$ cat src/rtl/lsag_pkg.sv
package lsag_pkg;
  typedef enum logic [1:0] {
    SRC_IMM    = 2'd0,
    SRC_REG    = 2'd1,
    SRC_SHIFT  = 2'd2,
    SRC_PCREL  = 2'd3
  } src_e;

  typedef enum logic [1:0] {
    IDX_PLAIN  = 2'd0,
    IDX_PRE    = 2'd1,
    IDX_POST   = 2'd2,
    IDX_PLAIN2 = 2'd3
  } idx_e;
endpackage

$ cat src/rtl/lsag_offset_sel.sv
module lsag_offset_sel
  import lsag_pkg::*;
#(
  parameter int ADDR_W  = 32,
  parameter int IMM_W   = 12,
  parameter int SHAMT_W = 5
) (
  input  src_e               src,
  input  logic [ADDR_W-1:0]  off_reg,
  input  logic [IMM_W-1:0]   imm,
  input  logic [SHAMT_W-1:0] shamt,
  output logic [ADDR_W-1:0]  offset
);
  localparam int PAD_W = ADDR_W - IMM_W;

  logic [ADDR_W-1:0] stage [SHAMT_W+1];
  logic [ADDR_W-1:0] imm_ext;

  assign stage[0] = off_reg;
  assign imm_ext  = {{PAD_W{1'b0}}, imm};

  for (genvar k = 0; k < SHAMT_W; k++) begin : g_shift
    assign stage[k+1] = shamt[k] ? (stage[k] << (2 ** k)) : stage[k];
  end

  always_comb begin
    unique case (src)
      SRC_REG:   offset = off_reg;
      SRC_SHIFT: offset = stage[SHAMT_W];
      default:   offset = imm_ext;
    endcase
  end
endmodule

$ cat src/rtl/lsag_addsub.sv
module lsag_addsub #(
  parameter int ADDR_W = 32
) (
  input  logic [ADDR_W-1:0] a,
  input  logic [ADDR_W-1:0] b,
  input  logic              sub,
  output logic [ADDR_W-1:0] y
);
  logic [ADDR_W-1:0] b_eff;
  assign b_eff = sub ? ~b : b;
  assign y     = a + b_eff + {{(ADDR_W-1){1'b0}}, sub};
endmodule

$ cat src/rtl/lsag_form.sv
module lsag_form
  import lsag_pkg::*;
#(
  parameter int ADDR_W = 32
) (
  input  src_e              src,
  input  idx_e              idx,
  input  logic [ADDR_W-1:0] base_eff,
  input  logic [ADDR_W-1:0] sum,
  output logic [ADDR_W-1:0] addr,
  output logic              wb_req
);
  logic from_reg;
  assign from_reg = (src != SRC_PCREL);

  always_comb begin
    addr   = sum;
    wb_req = 1'b0;
    if (from_reg) begin
      unique case (idx)
        IDX_PRE:  wb_req = 1'b1;
        IDX_POST: begin
          addr   = base_eff;
          wb_req = 1'b1;
        end
        default:  wb_req = 1'b0;
      endcase
    end
  end
endmodule

$ cat src/rtl/lsag_top.sv
module lsag_top
  import lsag_pkg::*;
#(
  parameter int ADDR_W     = 32,
  parameter int IMM_W      = 12,
  parameter int SHAMT_W    = 5,
  parameter int WORD_BYTES = 4
) (
  input  logic               clk,
  input  logic               rst,
  input  logic               in_valid,
  input  logic [1:0]         src_sel,
  input  logic [1:0]         idx_sel,
  input  logic [ADDR_W-1:0]  base,
  input  logic [ADDR_W-1:0]  pc,
  input  logic [ADDR_W-1:0]  off_reg,
  input  logic [IMM_W-1:0]   imm,
  input  logic [SHAMT_W-1:0] shamt,
  input  logic               sub_n_add,
  output logic               out_valid,
  output logic [ADDR_W-1:0]  mem_addr,
  output logic [ADDR_W-1:0]  wb_val,
  output logic               wb_en,
  output logic               misalign
);
  localparam int ALIGN_W = $clog2(WORD_BYTES);

  src_e              src;
  idx_e              idx;
  logic [ADDR_W-1:0] base_eff;
  logic [ADDR_W-1:0] offset;
  logic [ADDR_W-1:0] sum;
  logic [ADDR_W-1:0] addr_n;
  logic              wb_req;

  assign src      = src_e'(src_sel);
  assign idx      = idx_e'(idx_sel);
  assign base_eff = (src == SRC_PCREL) ? pc : base;

  lsag_offset_sel #(.ADDR_W(ADDR_W), .IMM_W(IMM_W), .SHAMT_W(SHAMT_W)) u_off (
    .src(src), .off_reg(off_reg), .imm(imm), .shamt(shamt), .offset(offset)
  );

  lsag_addsub #(.ADDR_W(ADDR_W)) u_add (
    .a(base_eff), .b(offset), .sub(sub_n_add), .y(sum)
  );

  lsag_form #(.ADDR_W(ADDR_W)) u_form (
    .src(src), .idx(idx), .base_eff(base_eff), .sum(sum),
    .addr(addr_n), .wb_req(wb_req)
  );

  always_ff @(posedge clk) begin
    if (rst) begin
      out_valid <= 1'b0;
      wb_en     <= 1'b0;
      mem_addr  <= '0;
      wb_val    <= '0;
      misalign  <= 1'b0;
    end else begin
      out_valid <= in_valid;
      wb_en     <= in_valid & wb_req;
      if (in_valid) begin
        mem_addr <= addr_n;
        wb_val   <= sum;
        misalign <= |addr_n[ALIGN_W-1:0];
      end
    end
  end
endmodule

$ cat config.mk
export PLATFORM = sky130hd
export DESIGN_NAME = lsag_top
export DESIGN_NICKNAME = d
export VERILOG_FILES = /design/src/rtl/lsag_pkg.sv /design/src/rtl/lsag_offset_sel.sv /design/src/rtl/lsag_addsub.sv /design/src/rtl/lsag_form.sv /design/src/rtl/lsag_top.sv
export SDC_FILE = /design/constraint.sdc
export NUM_CORES = 1
export LEC_CHECK = 0
export ABC_AREA = 1
export BUFFER_PORTS_ARGS = -buffer_cell sky130_fd_sc_hd__buf_2
export CORE_MARGIN = 2
export CORE_UTILIZATION = 34
export CTS_CLUSTER_SIZE = 28
export DETAILED_ROUTE_END_ITERATION = 10
export GPL_ROUTABILITY_DRIVEN = 0
export SLEW_MARGIN = 20
export SYNTH_ARGS = -nofsm -noshare
export SYNTH_HDL_FRONTEND = slang
export SYNTH_SLANG_ARGS = --single-unit
$ cat constraint.sdc
create_clock -name clk -period 3.7 [get_ports clk]
set_input_delay 0.185 -clock clk [delete_from_list [all_inputs] [get_ports clk]]
set_output_delay 0.185 -clock clk [all_outputs]
set_load 0.01 [all_outputs]
==> results of run 1 <==
final timing paths:
kind / start / cells past startpoint / end / slack (ns)
max: shamt[0] / 21 / mem_addr[28] / 0.35
min: idx_sel[1] / 3 / wb_en / 0.14
max reg2reg: wb_val[9] / 4 / wb_val[9] / 2.97
min reg2reg: mem_addr[25] / 2 / mem_addr[25] / 0.46
per-layer routing:
layer	routed length, µm	vias to the layer above	global-route usage, %	share of wire (%)
met1	12800	3962	33.9	47
met4	594	0	6.21	2.2
li1	-	4498	-	-
met5	0	-	0	0
met2	11900	418	38.2	43
met3	2180	44	2.20	7.9
cells by family after synthesis:
| logic type | Yosys count | synth area share (%) |
|---|---|---|
| DFF | 67 | 18.3 |
| adders and majority gates | 38 | 6.59 |
| buffers and inverters | 201 | 11.0 |
| muxes | 4 | 0.546 |
| AOI/OAI and AO/OA | 322 | 25.3 |
| xor gates and xnor gates | 49 | 5.86 |
| and+or+nand+nor | 568 | 32.3 |
power by group:
group | total, W | switching (W) | internal, W
Clock | 0.000992 | 0.000336 | 0.000657
Sequential | 0.000885 | 0.0000587 | 0.000826
Combinational | 0.00175 | 0.00109 | 0.000659
Total | 0.00363 | 0.00148 | 0.00214
worst min-delay path: stages:
cell and delay, ns:
buf_2 0.08, ha_1 0.11, nor3_1 0.04
what timing repair did:
action / 4_1_cts / 5_1_grt
endpoints found under the setup margin: 0 / 22
hold endpoints to repair: 0 / 0
resized for setup: 0 / 17
final cells by class:
type	instances	area (µm²)	share of cell area (%)
well taps	275	344	3.77
multi-input cells	981	5210	57.2
inverters	130	502	5.50
flip-flops and latches	67	1340	14.7
repair buffers	239	1380	15.1
clock buffers	9	225	2.47
clock inverters	6	115	1.26
stage by stage:
stage / instance area, µm² / instances
5_1_grt: 9120 / 1707
4_1_cts: 9080 / 1707
3_3_place_gp: 8740 / 1692
2_1_floorplan: 7330 / 1249
6_report: 9120 / 1707
3_5_place_dp: 8740 / 1692
cells in the final DEF (no fill, tap or decap), types with 9 or more instances in the layout:
cell / count
dfxtp_1: 67
nor3_1: 12
o21ai_1: 17
a21oi_1: 74
clkbuf_16: 9
o21ai_0: 133
xor2_1: 43
nor2_1: 82
inv_1: 125
ha_1: 35
o211ai_1: 25
nand2_1: 360
nand3_1: 75
a31oi_1: 28
buf_2: 186
buf_4: 49
flip-flops by register name, summed over array words and instances (netlist names):
name	count
out_valid	1
wb_en	1
misalign	1
wb_val	32
mem_addr	32
==> flow_summary.ini, run 1 <==
[status]
outcome = finished clean

[setup_path]
worstPathMaxFanout = 15
path_cells = buf_4 -> buf_4 -> nand2_1 -> and2_0 -> nand2_1 -> o21ai_0 -> o21ai_0 -> nor2_1 -> o21ai_0 -> o21ai_0 -> xor2_1 -> ha_1 -> nand2_1 -> nand2_1 -> a31oi_1 -> o21ai_0 -> a221oi_2 -> nand3_1 -> nand3_1 -> nand3_1 -> a21oi_1
crit_family = compound AO/OA/AOI/OAI gates
path_buf_inv = 2
max_stage_delay_ns = 0.35
critPathRequiredTime_ns = 3.96
arrival_ns = 3.61
path_common_cell = o21ai_0
critPathLaunchType = input pin
cp-end-kind = register
worst_path_max_delay_cell = ha_1
path_class = in2reg

[logic_synthesis]
ys_ff_latch = 67
synth_nets = 1408
syn_area_mm2 = 0.00733
yosysTopAreaCell = nand2_1
yosysWarnings = 0
yosys.cell_types.count = 52
netlist.area_leader.share_pct = 18.4
synth_edf_count = 0
synthFlopType = dfxtp_1
synthTopCellsByCount = nand2_1, o21ai_0, inv_1, nor2_1, a21oi_1
synthesis.instances = 1249
synth_most_common_cell = nand2_1
ys_top_cells_by_area = nand2_1, dfxtp_1, o21ai_0, inv_1, ha_1
syn_avg_cell_area_um2 = 5.87
seq_area_frac_synth_pct = 18.3
async_flop_share_pct = 0

[final_layout]
drive_gt1_share_pct = 20.5
n_fill_cell = 2334
fin_nets = 1587
n_antenna_cell = 0
syn2layout_area_growth_pct = 24.4
fin_util_pct = 43.2

[clock_network]
cts_root_buf = clkbuf_16
h-tree-depth = 3
cts_tree = built
ctsHoldBuffers = 0
cts_buffer_depth = 2
numCtsBuffers = 9
postCtsSetupRepairBufs = 0
clk_latency_ns = 0.33
cts.reportedPaths.clkPinSlew_ns = 0.06
cts.sinks = 67

[timing]
setup_tns_ns = 0
slew_violations = 0
period_share_pct = 90.5
fin_skew_ns = 0
slew_headroom_pct = 39.2
setup_viol_count_final = 0
tightest_slew_ns = 0.911
hold_viol = 0
fin_ws_ns = 0.352
max_freq_mhz = 299
rsz0062_at_grt = false
fin_crit_ns = 3.35
fin_worst_hold_slack_ns = 0.136

[floorplan]
ios = 188
die_h_um = 151
die-width_um = 151
design.core.area_mm2 = 0.0211
die_area_mm2 = 0.0227
start_util_pct = 34.7
row_count = 53

[routing]
drtIter0Drc = 787
drtAntennaViolNets = 0
wl_per_cell_um = 16.1
vias_per_cell = 5.23
vias = 8922
drc = 0
drt_wl_total_um = 27500
firstDrtPassIters = 8

[grt]
track_usage_pct = 23.7
grt_max_degree = 73
grt_overflow_total = 0
antenna_found_initial = 0
grt_pass1_vias = 8055
grt_pass1_wl_um = 42400

[run]
cap_violations = 0

[placed_design]
io_buffers = 187
hpwl_um = 22500
place_ws_ns = -0.167

[power]
p_per_area_mw_per_mm2 = 398
p_leak_nw = 4.64
vdd_drop_max_v = 0.000181
finalPower_w = 0.00363

[worst_hold_path]
hp-class = in2reg
(Power assumes the default switching activity.)
==> run 2: changes to the inputs <==
- CTS_CLUSTER_DIAMETER: not set -> 40
- SYNTH_HIERARCHICAL: not set -> 1
==> run 2 against run 1 <==
Synthesized cell count increased by 14%; utilization down 2.3 points; power about the same; count of clock-buffer cells in the layout is 1 higher; first-iteration DRC count increased by 32%; die area rose by 6.7%; critical endpoint is now mem_addr[29]; maximum frequency is 2.5% higher.
==> flow_summary.ini, run 2 <==
[timing]
fin_crit_ns = 3.27
hold_viol = 0
setup_tns_ns = 0
slew_violations = 0
fin_worst_hold_slack_ns = 0.320
rsz0062_at_grt = false
fin_skew_ns = 0
max_freq_mhz = 306
setup_viol_count_final = 0
period_share_pct = 88.3
slew_headroom_pct = 41.3
tightest_slew_ns = 0.880

[clock_network]
clk_latency_ns = 0.32
cts.reportedPaths.clkPinSlew_ns = 0.06
h-tree-depth = 3
ctsHoldBuffers = 0
cts_root_buf = clkbuf_16
cts.sinks = 67
numCtsBuffers = 9
postCtsSetupRepairBufs = 0
cts_tree = built
ctsResizeCount = 0
cts_buffer_depth = 2

[routing]
vias_per_cell = 5.30
drtAntennaViolNets = 0
drtIter0Drc = 1041
wl_per_cell_um = 15.8
firstDrtPassIters = 7
vias = 9839
drc = 0
drt_wl_total_um = 29300

[status]
outcome = finished clean

[setup_path]
arrival_ns = 3.52
path_buf_inv = 3
critPathRequiredTime_ns = 3.96
path_common_cell = nand2_1
path_cells = buf_2 -> buf_4 -> nand2_1 -> nand3_1 -> nand3_1 -> nand3_1 -> nand3_1 -> nand3_1 -> nand2_1 -> inv_1 -> xor2_1 -> ha_1 -> nand2_1 -> nor2_1 -> nand2_1 -> nor2_1 -> nand2_1 -> nand2_1 -> nand2_1 -> nand2_1 -> nand2_1 -> nand2_1 -> nand2_1 -> a21oi_1
crit_family = simple AND/OR/NAND/NOR gates
path_class = in2reg
critPathLaunchType = input pin
worstPathMaxFanout = 31
worst_path_max_delay_cell = ha_1
max_stage_delay_ns = 0.47
cp-end-kind = register

[final_layout]
layout_common_cells = nand2_1, nand3_1, buf_2
multi_input_area_mm2 = 0.00566
n_antenna_cell = 0
fin_nets = 1725
drive_gt1_share_pct = 16.7
syn2layout_area_growth_pct = 18.3
seqCellArea_mm2 = 0.00134
largestRegisters = mem_addr (32), wb_val (32)
n_fill_cell = 2547
layout_commonest_cell = nand2_1
final_cell_area_mm2 = 0.00927

[power]
internal_power_w = 0.00206
power_frac_clock_pct = 24.9
p_per_area_mw_per_mm2 = 391
power_switching_w = 0.00157
vdd_drop_max_v = 0.000281
netSwitchingFraction_pct = 43.3
p_seq_share_pct = 24.4
p_leak_nw = 5.05
pwr-share-comb_pct = 50.7

[logic_synthesis]
seq_area_frac_synth_pct = 17.1
ys_ff_latch = 67
netlist.area_leader.share_pct = 26.1
synth_nets = 1581
synth_most_common_cell = nand2_1
async_flop_share_pct = 0
synth_edf_count = 0
yosysTopAreaCell = nand2_1
syn_avg_cell_area_um2 = 5.51
yosysWarnings = 6
synthTopCellsByCount = nand2_1, nand3_1, a21oi_1, inv_1, dfxtp_1
synthesis.instances = 1422
ys_top_cells_by_area = nand2_1, nand3_1, dfxtp_1, a21oi_1, ha_1
synthFlopType = dfxtp_1
syn_area_mm2 = 0.00784
yosys.cell_types.count = 35

[placed_design]
hpwl_um = 23300
placed_area_mm2 = 0.00894
io_buffers = 187

[floorplan]
die_area_mm2 = 0.0243
row_count = 55
die-width_um = 156
start_util_pct = 34.6
ios = 188
die_h_um = 156
design.core.area_mm2 = 0.0226

[grt]
use_met2_pct = 37.3
grt_pass1_wl_um = 46200
use_met3_pct = 3.58
top_usage_layer = met2
grt_pass1_vias = 8896
antenna_found_initial = 0
use_met1_pct = 32.5
grt_overflow_total = 0
grt_max_degree = 66
track_usage_pct = 23.7

[run]
cap_violations = 0

[worst_hold_path]
hp-class = in2reg
[run 2: cell types whose count changed after synthesis, moves of 19 or more]
cell      before  now
buf_4          0   19
a31oi_1       28    3
a21oi_1       77  123
inv_1        125  106
nand2_1      360  545
o21ai_0      140   18
o211ai_1      25    1
nand3_1       75  285
nor2_1        82   56
[run 2: power by group through the flow]
stage | clock (W) | sequential [W] | combinational, W
after floorplan | 0 | 0.000945 | 0.00120
after CTS | 0.000922 | 0.000886 | 0.00181
after global placement | 0 | 0.000902 | 0.00179
after detailed placement | 0 | 0.000900 | 0.00180
final | 0.000903 | 0.000885 | 0.00184
after global routing | 0.000957 | 0.000898 | 0.00205
[run 2: logic make-up (layout without fill, tap and decap cells)]
| family | count (synthesis) | in the layout | share of synthesized area, % |
|---|---|---|---|
| fa+ha+maj | 38 | 38 | 6.16 |
| flops | 67 | 67 | 17.1 |
| compound gates | 160 | 160 | 10.7 |
| buf+inv | 192 | 341 | 10.7 |
| simple gates | 918 | 918 | 50.0 |
| xor+xnor | 47 | 47 | 5.25 |
[run 2: path summary, 6_finish.rpt]
kind / end / cells past startpoint / slack, ns / startpoint
max: mem_addr[29] / 24 / 0.43 / shamt[0]
max reg2reg: misalign / 4 / 3.03 / misalign
min: wb_en / 5 / 0.32 / idx_sel[1]
min reg2reg: mem_addr[4] / 2 / 0.45 / mem_addr[4]
[run 2: worst register-to-register path, stage by stage, from the launching register on]
cell     delay, ns
dfxtp_1       0.30
inv_1         0.05
nor2_1        0.03
nor2_1        0.11
nor2_1        0.04
[run 2: final cells by class]
cell class	instances	area share, %
sequential	67	14.5
inverter	112	4.55
multi-input combinational	1163	61.1
tap	285	3.85
clock inverter	6	0.972
clock buffer	10	2.47
timing repair buffer	213	12.6
[run 2: per-layer routing]
metal  vias up  part of all wire, %
met5         -                    0
met4         0                  3.6
met3        67                  8.8
met2       486                   44
met1      4389                   44
li1       4897                    -
[run 2: through the flow]
| step | std cells | util [%] | total power (W) | setup WS [ns] |
|---|---|---|---|---|
| final | 1856 | 40.9 | 0.00362 | 0.432 |
| after floorplan | 1422 | - | 0.00214 | 0.753 |
| after CTS | 1856 | 40.9 | 0.00362 | 0.574 |
| after detailed placement | 1840 | 39.5 | 0.00270 | 0.248 |
| after global placement | 1840 | 39.5 | 0.00269 | 0.195 |
| after global routing | 1856 | 40.9 | 0.00391 | 0.185 |
==> run 3: changes to the inputs <==
- SKIP_LAST_GASP: not set -> 1
- SYNTH_HIERARCHICAL: 1 -> not set
- clock period: 3.7 -> 2.9 ns (I/O delays scaled with it)
==> run 3 against run 2 <==
The run now ends with negative setup slack left; sequential cell count unchanged; global-route usage grew 0.64 points; sequential share of layout area decreased by 2.8 points; count of clock-buffer cells in the layout rose by 1.
==> flow_summary.ini, run 3 (synthesized netlist as in run 1, its figures left out) <==
[routing]
drc = 0
drtIter0Drc = 848
drtAntennaViolNets = 0
wl_per_cell_um = 15.2
vias = 9791
vias_per_cell = 5.09
drt_wl_total_um = 29300
firstDrtPassIters = 6

[timing]
fin_worst_hold_slack_ns = 0.0857
fin_ws_ns = -0.0956
max_freq_mhz = 334
period_share_pct = 103
setup_viol_count_final = 15
fin_skew_ns = 0
slew_violations = 0
tightest_slew_ns = 0.614
hold_viol = 0
slew_headroom_pct = 58.8
rsz0062_at_grt = true
fin_crit_ns = 3.00

[clock_network]
cts.reportedPaths.clkPinSlew_ns = 0.06
cts_buffer_depth = 2
numCtsBuffers = 9
cts_root_buf = clkbuf_16
h-tree-depth = 3
cts.sinks = 67
cts_tree = built
clk_latency_ns = 0.32

[placed_design]
placedCellCount = 1878
hpwl_um = 23400
io_buffers = 187

[grt]
grt_overflow_total = 0
grt_pass1_wl_um = 44000
grt_max_degree = 57
use_met3_pct = 2.20
top_usage_layer = met2
use_met1_pct = 34.1
grt_pass1_vias = 8737
track_usage_pct = 24.4
antenna_found_initial = 0
use_met2_pct = 39.3

[final_layout]
drive_gt1_share_pct = 39.6
layout_commonest_cell = nand2_1
syn2layout_area_growth_pct = 57.3
n_antenna_cell = 0
fin_nets = 1802
largestRegisters = mem_addr (32), wb_val (32)
finalNonFillerCells = 1923
layout_common_cells = nand2_1, buf_4, buf_2

[worst_hold_path]
min_from = idx_sel[1]
hold-path-cell-count = 3
hp-class = in2reg
hold_end = wb_en

[floorplan]
die-width_um = 151
die_area_mm2 = 0.0227
design.core.area_mm2 = 0.0211
ios = 188
die_h_um = 151
row_count = 53
start_util_pct = 34.7

[setup_path]
r2r_start = wb_val[12]
r2r-end = wb_val[12]
worstPathMaxFanout = 23
critPathRequiredTime_ns = 3.12
crit_start = shamt[1]
arrival_ns = 3.21
path_class = in2reg
critPathLaunchType = input pin
cp-end-kind = register
ff2ff_setup_slack_ns = 2.14
r2r_cells = 4

[run]
cap_violations = 0

[power]
p_leak_nw = 5.84
vdd_drop_max_v = 0.000265
p_per_area_mw_per_mm2 = 470

[status]
violations = negative setup slack
outcome = complete, but fails checks
[run 3: repair_timing]
item / 4_1_cts / 5_1_grt
buffers inserted: 12 / 15
resized for setup: 88 / 140
pin swaps: 39 / 50
gates cloned: 1 / 2
hold buffers: 0 / 0
setup endpoints to repair: 50 / 51
[run 3: routing by layer]
metal | share of wire (%) | routed length (µm) | vias to the layer above
met5 | 0 | 0 | -
met4 | 3.1 | 902 | 0
met3 | 7.2 | 2100 | 58
met2 | 45 | 13100 | 427
met1 | 45 | 13200 | 4380
li1 | - | - | 4926
[run 3: power by group]
part           internal, W  switching, W
clock             0.000715      0.000420
sequential         0.00105     0.0000737
combinational      0.00145       0.00170
[run 3: stage by stage]
step / worst slack (ns) / util [%] / total power, W / area [µm²] / setup TNS [ns]
after global routing: -0.370 / 54.6 / 0.00575 / 11500 / -8.84
final: -0.0956 / 54.6 / 0.00542 / 11500 / -0.678
after detailed placement: -0.764 / 48.4 / 0.00378 / 10200 / -31.60
after global placement: -0.744 / 48.4 / 0.00376 / 10200 / -30.31
after floorplan: -0.0795 / - / 0.00255 / 7410 / -0.379
after CTS: -0.0568 / 51.6 / 0.00506 / 10900 / -0.306
[run 3: how the worst max path moves through the flow]
| stage | end | slack (ns) | cells past startpoint |
|---|---|---|---|
| finish | wb_val[31] | -0.1 | 21 |
| global route | wb_val[31] | -0.37 | 21 |
| CTS | mem_addr[28] | -0.06 | 24 |
| detailed placement | mem_addr[21] | -0.76 | 25 |
| global placement | mem_addr[21] | -0.74 | 25 |
| floorplan | wb_val[21] | -0.08 | 27 |
[run 3: worst max-delay path: stages]
cell      delay (ns)
buf_2           0.13
buf_12          0.17
buf_4           0.16
o311ai_0        0.38
nand3_1         0.13
o21ai_0         0.10
nand2_1         0.08
o211ai_1        0.09
nand2_1         0.09
xor2_1          0.17
ha_1            0.36
inv_1           0.13
nor3_1          0.08
a211oi_1        0.25
o21ai_1         0.14
a21oi_2         0.16
nand2_1         0.08
nand2_2         0.09
nand3_1         0.09
o211ai_1        0.11
inv_1           0.06
[run 3: area by class of cell]
cell class | instances | area (µm²)
Clock buffer | 11 | 253
Clock inverter | 5 | 60.1
Fill cell | 2078 | 9560
Inverter | 130 | 505
Multi-Input combinational cell | 981 | 5910
Sequential cell | 67 | 1340
Tap cell | 275 | 344
Timing Repair Buffer | 453 | 3100
Timing Repair inverter | 1 | 8.76
